`src/rtl/dma_rf_pkg.sv`:
```
package dma_rf_pkg;
  localparam int WORD_W       = 32;
  localparam int MAX_CH       = 8;
  localparam int CH_REGS      = 5;
  localparam int TC_MASK_BIT  = 15;
  localparam int ERR_MASK_BIT = 14;
  localparam int CH_EN_BIT    = 0;

  typedef struct packed {
    logic [WORD_W-1:0] src;
    logic [WORD_W-1:0] dst;
    logic [WORD_W-1:0] lli;
    logic [WORD_W-1:0] ctrl;
    logic [WORD_W-1:0] conf;
  } chan_regs_t;

  typedef enum logic [3:0] {
    G_STAT    = 4'd0,
    G_TCSTAT  = 4'd1,
    G_TCCLR   = 4'd2,
    G_ERRSTAT = 4'd3,
    G_ERRCLR  = 4'd4,
    G_RAWTC   = 4'd5,
    G_RAWERR  = 4'd6,
    G_ENCH    = 4'd7,
    G_CONF    = 4'd12
  } glb_idx_e;

  typedef enum logic [2:0] {
    W_SRC  = 3'd0,
    W_DST  = 3'd1,
    W_LLI  = 3'd2,
    W_CTRL = 3'd3,
    W_CONF = 3'd4
  } ch_word_e;

  function automatic logic [7:0] id_byte(input logic [2:0] k, input int nch);
    case (k)
      3'd0:    return (nch == MAX_CH) ? 8'h80 : 8'h81;
      3'd1:    return 8'h10;
      3'd2:    return 8'h04;
      3'd3:    return 8'h0A;
      3'd4:    return 8'h0D;
      3'd5:    return 8'hF0;
      3'd6:    return 8'h05;
      default: return 8'hB1;
    endcase
  endfunction
endpackage

```
`src/rtl/dma_addr_dec.sv`:
```
module dma_addr_dec (
  input  logic [9:0] waddr,
  output logic       hit_glb,
  output logic [3:0] glb_idx,
  output logic       hit_ch,
  output logic [2:0] ch_idx,
  output logic [2:0] ch_word,
  output logic       hit_id,
  output logic [2:0] id_idx
);
  always_comb begin
    hit_glb = (waddr[9:4] == 6'd0);
    glb_idx = waddr[3:0];
    hit_ch  = (waddr[9:6] == 4'd1);
    ch_idx  = waddr[5:3];
    ch_word = waddr[2:0];
    hit_id  = (waddr[9:3] == 7'h7F);
    id_idx  = waddr[2:0];
  end
endmodule

```
`src/rtl/dma_chan_regs.sv`:
```
module dma_chan_regs
  import dma_rf_pkg::*;
(
  input  logic              clk,
  input  logic              rst_n,
  input  logic              we,
  input  logic [2:0]        word,
  input  logic [WORD_W-1:0] wdata,
  output chan_regs_t        regs
);
  always_ff @(posedge clk or negedge rst_n) begin
    if (!rst_n) begin
      regs <= '0;
    end else if (we) begin
      case (ch_word_e'(word))
        W_SRC:   regs.src  <= wdata;
        W_DST:   regs.dst  <= wdata;
        W_LLI:   regs.lli  <= wdata;
        W_CTRL:  regs.ctrl <= wdata;
        W_CONF:  regs.conf <= wdata;
        default: ;
      endcase
    end
  end
endmodule

```
`src/rtl/dma_irq_flags.sv`:
```
module dma_irq_flags #(
  parameter int NCH = 8
) (
  input  logic           clk,
  input  logic           rst_n,
  input  logic [NCH-1:0] tc_set,
  input  logic [NCH-1:0] err_set,
  input  logic [NCH-1:0] tc_clr,
  input  logic [NCH-1:0] err_clr,
  input  logic [NCH-1:0] tc_mask,
  input  logic [NCH-1:0] err_mask,
  output logic [NCH-1:0] raw_tc,
  output logic [NCH-1:0] raw_err,
  output logic [NCH-1:0] msk_tc,
  output logic [NCH-1:0] msk_err,
  output logic           irq
);
  for (genvar i = 0; i < NCH; i++) begin : g_flag
    always_ff @(posedge clk or negedge rst_n) begin
      if (!rst_n) begin
        raw_tc[i]  <= 1'b0;
        raw_err[i] <= 1'b0;
      end else begin
        if (tc_set[i])       raw_tc[i] <= 1'b1;
        else if (tc_clr[i])  raw_tc[i] <= 1'b0;
        if (err_set[i])      raw_err[i] <= 1'b1;
        else if (err_clr[i]) raw_err[i] <= 1'b0;
      end
    end
  end

  always_comb begin
    msk_tc  = raw_tc & tc_mask;
    msk_err = raw_err & err_mask;
    irq     = |{msk_tc, msk_err};
  end
endmodule

```
`src/rtl/dma_regfile.sv`:
```
module dma_regfile
  import dma_rf_pkg::*;
#(
  parameter int NCH = 8
) (
  input  logic                clk,
  input  logic                rst_n,
  input  logic                bus_sel,
  input  logic                bus_wr,
  input  logic [9:0]          bus_waddr,
  input  logic [31:0]         bus_wdata,
  output logic [31:0]         bus_rdata,
  input  logic [NCH-1:0]      tc_pulse,
  input  logic [NCH-1:0]      err_pulse,
  output logic                irq,
  output logic                glb_en,
  output logic [NCH*32-1:0]   ch_src_o,
  output logic [NCH*32-1:0]   ch_dst_o,
  output logic [NCH*32-1:0]   ch_lli_o,
  output logic [NCH*32-1:0]   ch_ctrl_o,
  output logic [NCH*32-1:0]   ch_conf_o
);
  localparam int PAD = WORD_W - NCH;

  logic       hit_glb, hit_ch, hit_id;
  logic [3:0] glb_idx;
  logic [2:0] ch_idx, ch_word, id_idx;

  dma_addr_dec u_dec (
    .waddr   (bus_waddr),
    .hit_glb (hit_glb),
    .glb_idx (glb_idx),
    .hit_ch  (hit_ch),
    .ch_idx  (ch_idx),
    .ch_word (ch_word),
    .hit_id  (hit_id),
    .id_idx  (id_idx)
  );

  logic wr_cyc, rd_cyc;
  assign wr_cyc = bus_sel & bus_wr;
  assign rd_cyc = bus_sel & ~bus_wr;

  chan_regs_t     regs [NCH];
  logic [NCH-1:0] tc_mask, err_mask, ch_en;

  for (genvar c = 0; c < NCH; c++) begin : g_ch
    logic we_c;
    assign we_c = wr_cyc & hit_ch & (ch_idx == 3'(c));

    dma_chan_regs u_regs (
      .clk   (clk),
      .rst_n (rst_n),
      .we    (we_c),
      .word  (ch_word),
      .wdata (bus_wdata),
      .regs  (regs[c])
    );

    assign tc_mask[c]  = regs[c].conf[TC_MASK_BIT];
    assign err_mask[c] = regs[c].conf[ERR_MASK_BIT];
    assign ch_en[c]    = regs[c].conf[CH_EN_BIT];

    assign ch_src_o [c*32 +: 32] = regs[c].src;
    assign ch_dst_o [c*32 +: 32] = regs[c].dst;
    assign ch_lli_o [c*32 +: 32] = regs[c].lli;
    assign ch_ctrl_o[c*32 +: 32] = regs[c].ctrl;
    assign ch_conf_o[c*32 +: 32] = regs[c].conf;
  end

  logic           tc_clr_wr, err_clr_wr;
  logic [NCH-1:0] tc_clr, err_clr;
  logic [NCH-1:0] raw_tc, raw_err, msk_tc, msk_err;

  assign tc_clr_wr  = wr_cyc & hit_glb & (glb_idx == G_TCCLR);
  assign err_clr_wr = wr_cyc & hit_glb & (glb_idx == G_ERRCLR);
  assign tc_clr     = tc_clr_wr  ? bus_wdata[NCH-1:0] : '0;
  assign err_clr    = err_clr_wr ? bus_wdata[NCH-1:0] : '0;

  dma_irq_flags #(.NCH(NCH)) u_flags (
    .clk      (clk),
    .rst_n    (rst_n),
    .tc_set   (tc_pulse),
    .err_set  (err_pulse),
    .tc_clr   (tc_clr),
    .err_clr  (err_clr),
    .tc_mask  (tc_mask),
    .err_mask (err_mask),
    .raw_tc   (raw_tc),
    .raw_err  (raw_err),
    .msk_tc   (msk_tc),
    .msk_err  (msk_err),
    .irq      (irq)
  );

  logic gcfg_en;
  always_ff @(posedge clk or negedge rst_n) begin
    if (!rst_n) gcfg_en <= 1'b0;
    else if (wr_cyc && hit_glb && glb_idx == G_CONF) gcfg_en <= bus_wdata[0];
  end
  assign glb_en = gcfg_en;

  function automatic logic [31:0] widen(input logic [NCH-1:0] v);
    return {{PAD{1'b0}}, v};
  endfunction

  chan_regs_t sel_regs;
  logic       ch_valid;
  always_comb begin
    sel_regs = '0;
    ch_valid = 1'b0;
    for (int i = 0; i < NCH; i++) begin
      if (ch_idx == 3'(i)) begin
        sel_regs = regs[i];
        ch_valid = 1'b1;
      end
    end
  end

  logic [31:0] glb_rd, ch_rd;
  always_comb begin
    case (glb_idx)
      G_STAT:    glb_rd = widen(msk_tc | msk_err);
      G_TCSTAT:  glb_rd = widen(msk_tc);
      G_ERRSTAT: glb_rd = widen(msk_err);
      G_RAWTC:   glb_rd = widen(raw_tc);
      G_RAWERR:  glb_rd = widen(raw_err);
      G_ENCH:    glb_rd = widen(ch_en);
      G_CONF:    glb_rd = {31'd0, gcfg_en};
      default:   glb_rd = '0;
    endcase
  end

  always_comb begin
    case (ch_word_e'(ch_word))
      W_SRC:   ch_rd = sel_regs.src;
      W_DST:   ch_rd = sel_regs.dst;
      W_LLI:   ch_rd = sel_regs.lli;
      W_CTRL:  ch_rd = sel_regs.ctrl;
      W_CONF:  ch_rd = sel_regs.conf;
      default: ch_rd = '0;
    endcase
  end

  always_comb begin
    bus_rdata = '0;
    if (rd_cyc) begin
      if (hit_glb)                bus_rdata = glb_rd;
      else if (hit_ch && ch_valid) bus_rdata = ch_rd;
      else if (hit_id)            bus_rdata = {24'd0, id_byte(id_idx, NCH)};
    end
  end
endmodule

```
`config.mk`:
```
export PLATFORM = sky130hd
export DESIGN_NAME = dma_regfile
export DESIGN_NICKNAME = d
export VERILOG_FILES = /design/src/rtl/dma_rf_pkg.sv /design/src/rtl/dma_addr_dec.sv /design/src/rtl/dma_chan_regs.sv /design/src/rtl/dma_irq_flags.sv /design/src/rtl/dma_regfile.sv
export SDC_FILE = /design/constraint.sdc
export NUM_CORES = 2
export LEC_CHECK = 0
export BUFFER_PORTS_ARGS = -buffer_cell sky130_fd_sc_hd__buf_2
export CORE_AREA = 2 2 536 538
export DETAILED_ROUTE_END_ITERATION = 12
export DIE_AREA = 0 0 538 540
export PLACE_DENSITY_LB_ADDON = 0.1
export SETUP_SLACK_MARGIN = 0.2
export SLEW_MARGIN = 5
export SYNTH_ARGS = -nofsm -noshare
export SYNTH_HDL_FRONTEND = slang
export SYNTH_SLANG_ARGS = --single-unit
```
`constraint.sdc`:
```
create_clock -name clk -period 1.6 [get_ports clk]
set_input_delay 0 -clock clk [delete_from_list [all_inputs] [get_ports clk]]
set_output_delay 0 -clock clk [all_outputs]
set_load 0.01 [all_outputs]
```
==> metrics list <==
- Combined global-route utilization of all metal layers: 0.284
- The count of nets left with antenna violations once routing finished came out at 0.
* Hold violation count in the final report: 1
- Setup repair after global routing could not meet its margin everywhere.
* Final worst-path setup slack: -1.83 ns
- At the later pin of the worst-skew pair, clock insertion delay measures 0.83 ns.
- Count of endpoints failing setup in the final report: 80
* Worst slew margin relative to its limit: 0.260
* Total of buffers placed on input and output ports: 1375
- Via density per instance: 4.76
- Post-route clock period utilization: 2.15
* Aggregate global routing overflow: 0
- Cell Count, Final, Fillers Out: 11400
- Max Fclk: 291 MHz
- The worst setup path is captured at an output port.
- Transition time at the pin with the least slew margin: 1.11 ns
- Initial core utilization: 0.214
- Final #Nets: 7543
- CTS tree: built
- Synth Flop Type: dfrtp_1
- After technology mapping, the gate count stands at 4682.
- The analysis attributes to cell leakage a power of 50.3 nW.
- After detailed routing, the average wire length per cell comes to 37.4 um.
- The setup path with the least slack is of type register to output port.
- After clock tree synthesis, the clock-pin slew on the worst setup and hold paths is 0.06 ns.
- Most common library cell in the layout ignoring fill and taps: dfrtp_1
* Aggregate negative setup slack: -37.51 ns
- Req. time, crit path: 1.60 ns
- The floorplan step defined a core boundary enclosing 284000 um2.
- Number of nets produced by synthesis: 4744
- The floorplan step defined a die boundary enclosing 291000 um2.
- The area growth from synthesis to layout is 60.8%.
* Final critical path time including I/O delays and setup: 3.43 ns
- The die is 540 um tall.
* Vias post-DR: 54200
* Part of the Yosys area used for sequential elements: 0.534
- The longest clock path from root to sink contains 4 buffers.
- A synthesized cell averages 13.0 um2.
- The worst setup path is launched from a register.
- For this run, design rule violations remaining after detail routing come to 0.
* Vias in the first global route: 56600
* Worst min-delay path category: input port to register
* Violated checks: negative hold slack, negative setup slack
* Worst hold slack: -0.0193 ns
- Entering global routing, the biggest net connects 82 pins.
* Number of ports placed on the die boundary: 1376
- Of all nets on the critical path, the largest fanout is 2.
- The initial antenna violation count came to 32.
* Worst voltage drop across the vdd grid: 792 uV
* Die X: 538 um
* CTS HTree Levels: 4
* Placer's final routability congestion estimate: 0.892
- In the layout the commonest cells are 1248 x dfrtp_1, 1157 x buf_2, 1152 x buf_4, 819 x mux2_2, 477 x mux2_4.
* First-pass detailed-route iteration total: 6
* Post-Route WL: 426000 um
* Number of buffers created by CTS: 173
- At the worst endpoint, the arrival time is 3.43 ns.
- Yosys printed 0 warnings.
- Post-synthesis instance area: 60800 um2
- Status: finished with violations
* Worst clock skew on the final layout: 0 ns
* Standard-cell row count: 196
* Ys async rst share: 1.00
* Total power divided by cell area: 827 nW/um2
- Of the cells placed in the final design, the portion with a size suffix greater than 1 is 0.647.
* Number of max-cap violations: 0
- The number of placed instances, taps included, is 10900.
* DRC marker count from the first detailed-route iteration: 4011
- Clk Tree Root Cell: clkbuf_16
- Final slew viol count: 0
* Count of flip-flops with a built-in enable after synthesis: 0
* Flip-flop and latch count after synthesis: 1297
- After legalization and detailed placement, the total HPWL measured 320000 um.
- The first global-routing pass estimated 555000 um of wire.
* CTS sink count: 1297
* Synth cell types: 70
- Total Power: 0.0809 W
[logic make-up after synthesis]
group	after synthesis	synth area share
multiplexers	1563	0.303
flip-flops	1297	0.534
AND/OR/NAND/NOR	531	0.0431
buffers and inverters	469	0.0361
AO/OA/AOI/OAI	822	0.0839
[worst paths after layout]
check / from / end / slack [ns] / depth (start not counted)
worst min-delay path: bus_waddr[6] / glb_en$_DFFE_PN0P_ / -0.02 / 6
worst min register to register: g_ch[3].u_regs.regs[152]$_DFFE_PN0P_ / g_ch[3].u_regs.regs[152]$_DFFE_PN0P_ / 0.52 / 1
max in group asynchronous: rst_n / g_ch[2].u_regs.regs[157]$_DFFE_PN0P_ / 0.24 / 6
min in group asynchronous: rst_n / g_ch[2].u_regs.regs[65]$_DFFE_PN0P_ / 0.38 / 4
worst max register to register: g_ch[7].u_regs.regs[14]$_DFFE_PN0P_ / g_ch[7].u_regs.regs[14]$_DFFE_PN0P_ / 0.47 / 4
worst max-delay path: g_ch[5].u_regs.regs[70]$_DFFE_PN0P_ / bus_rdata[6] / -1.83 / 8
[final cells by class]
| type | instances | area [um2] |
|---|---|---|
| antenna | 7 | 17.5 |
| clock buffer | 265 | 5120 |
| clock inverter | 46 | 576 |
| fill | 28800 | 187000 |
| inverter | 4 | 23.8 |
| multi-input combinational | 2916 | 29200 |
| sequential | 1297 | 32500 |
| tap | 3762 | 4710 |
| timing repair buffer | 3089 | 25600 |
[where the power goes]
group | leakage, nW | total [W] | internal, W | switching (W)
Clock | 2.80 | 0.0402 | 0.0236 | 0.0165
Combinational | 29.6 | 0.00739 | 0.00278 | 0.00461
Sequential | 17.9 | 0.0333 | 0.0331 | 0.000227
[critical path, cell delays in order (launching register included)]
cell,delay [ns]
dfrtp_1,0.41
mux4_2,0.54
nor2_2,0.12
a211oi_1,0.06
buf_4,0.15
o41ai_4,0.79
buf_4,0.24
a22oi_2,0.09
buf_2,0.17
[through the flow]
stage | cell area [um2] | hold slack, ns | util | setup slack [ns]
global route | 97700 | 0.00478 | 0.343 | -1.78
global placement | 87100 | -0.109 | 0.306 | -1.39
floorplan | 63200 | -0.296 | - | -0.0332
CTS | 95600 | -0.100 | 0.336 | -1.86
detailed placement | 87100 | -0.109 | 0.306 | -1.34
finish | 97700 | -0.0193 | 0.344 | -1.83
[routing by layer]
metal	GRT usage	vias to the layer above	routed length [um]
met3	0.0731	506	31200
met1	0.353	28800	175000
li1	-	22900	-
met5	0	-	48
met2	0.469	2035	201000
met4	0.108	6	18800
[cell usage after synthesis, types with 4 or more instances]
library cell  number  share of area
o41ai_1            4        0.00058
a21oi_1          223          0.018
nor2_2            21         0.0022
buf_6             10         0.0019
nand2_1          209          0.013
a31oi_1           14         0.0014
a32oi_1            4        0.00058
buf_1             12        0.00074
buf_2            193          0.016
o32ai_1           32         0.0046
nor3_2             5        0.00082
nand3_1           43         0.0035
nor3_1            16         0.0013
o311a_1           24         0.0040
and3b_1           26         0.0037
a22o_1             6        0.00086
mux2i_1          121          0.020
mux2_1            81          0.015
o21a_1             7        0.00086
mux4_2            86          0.032
mux2_2          1275           0.24
a222oi_1           6        0.00099
clkbuf_1         218          0.013
nor2_1           102         0.0063
nand4_1            9        0.00093
nor4_1             6        0.00062
dfrtp_1         1297           0.53
a21o_1            20         0.0025
buf_4             32         0.0040
o21ai_0          249          0.020
nand3b_1           6        0.00074
o211ai_1           8        0.00099
nand2b_1          44         0.0045
o2111ai_1         11         0.0016
nor2b_1           10         0.0010
o22ai_1           76         0.0078
o221ai_1          21         0.0030
a22oi_1           53         0.0065
and3_1             4        0.00041
or3_1             10         0.0010
a211oi_1          19         0.0023
o31a_1            20         0.0029
a221oi_1           8         0.0012
[registers in the layout, summed over array words and instances, names as in the netlist]
register,cells
u_flags.raw_tc,8
u_flags.raw_err,8
glb_en,1
g_ch.u_regs.regs,1280
[timing repair]
action	CTS	global route
gates cloned	1	6
setup endpoints to repair	1757	2216
buffers inserted	19	56
hold buffers	67	0
endpoints found under the hold margin	2492	0
gates resized for setup	495	423
pin swaps	93	63
Note: power is estimated with default switching activity, not from simulation.
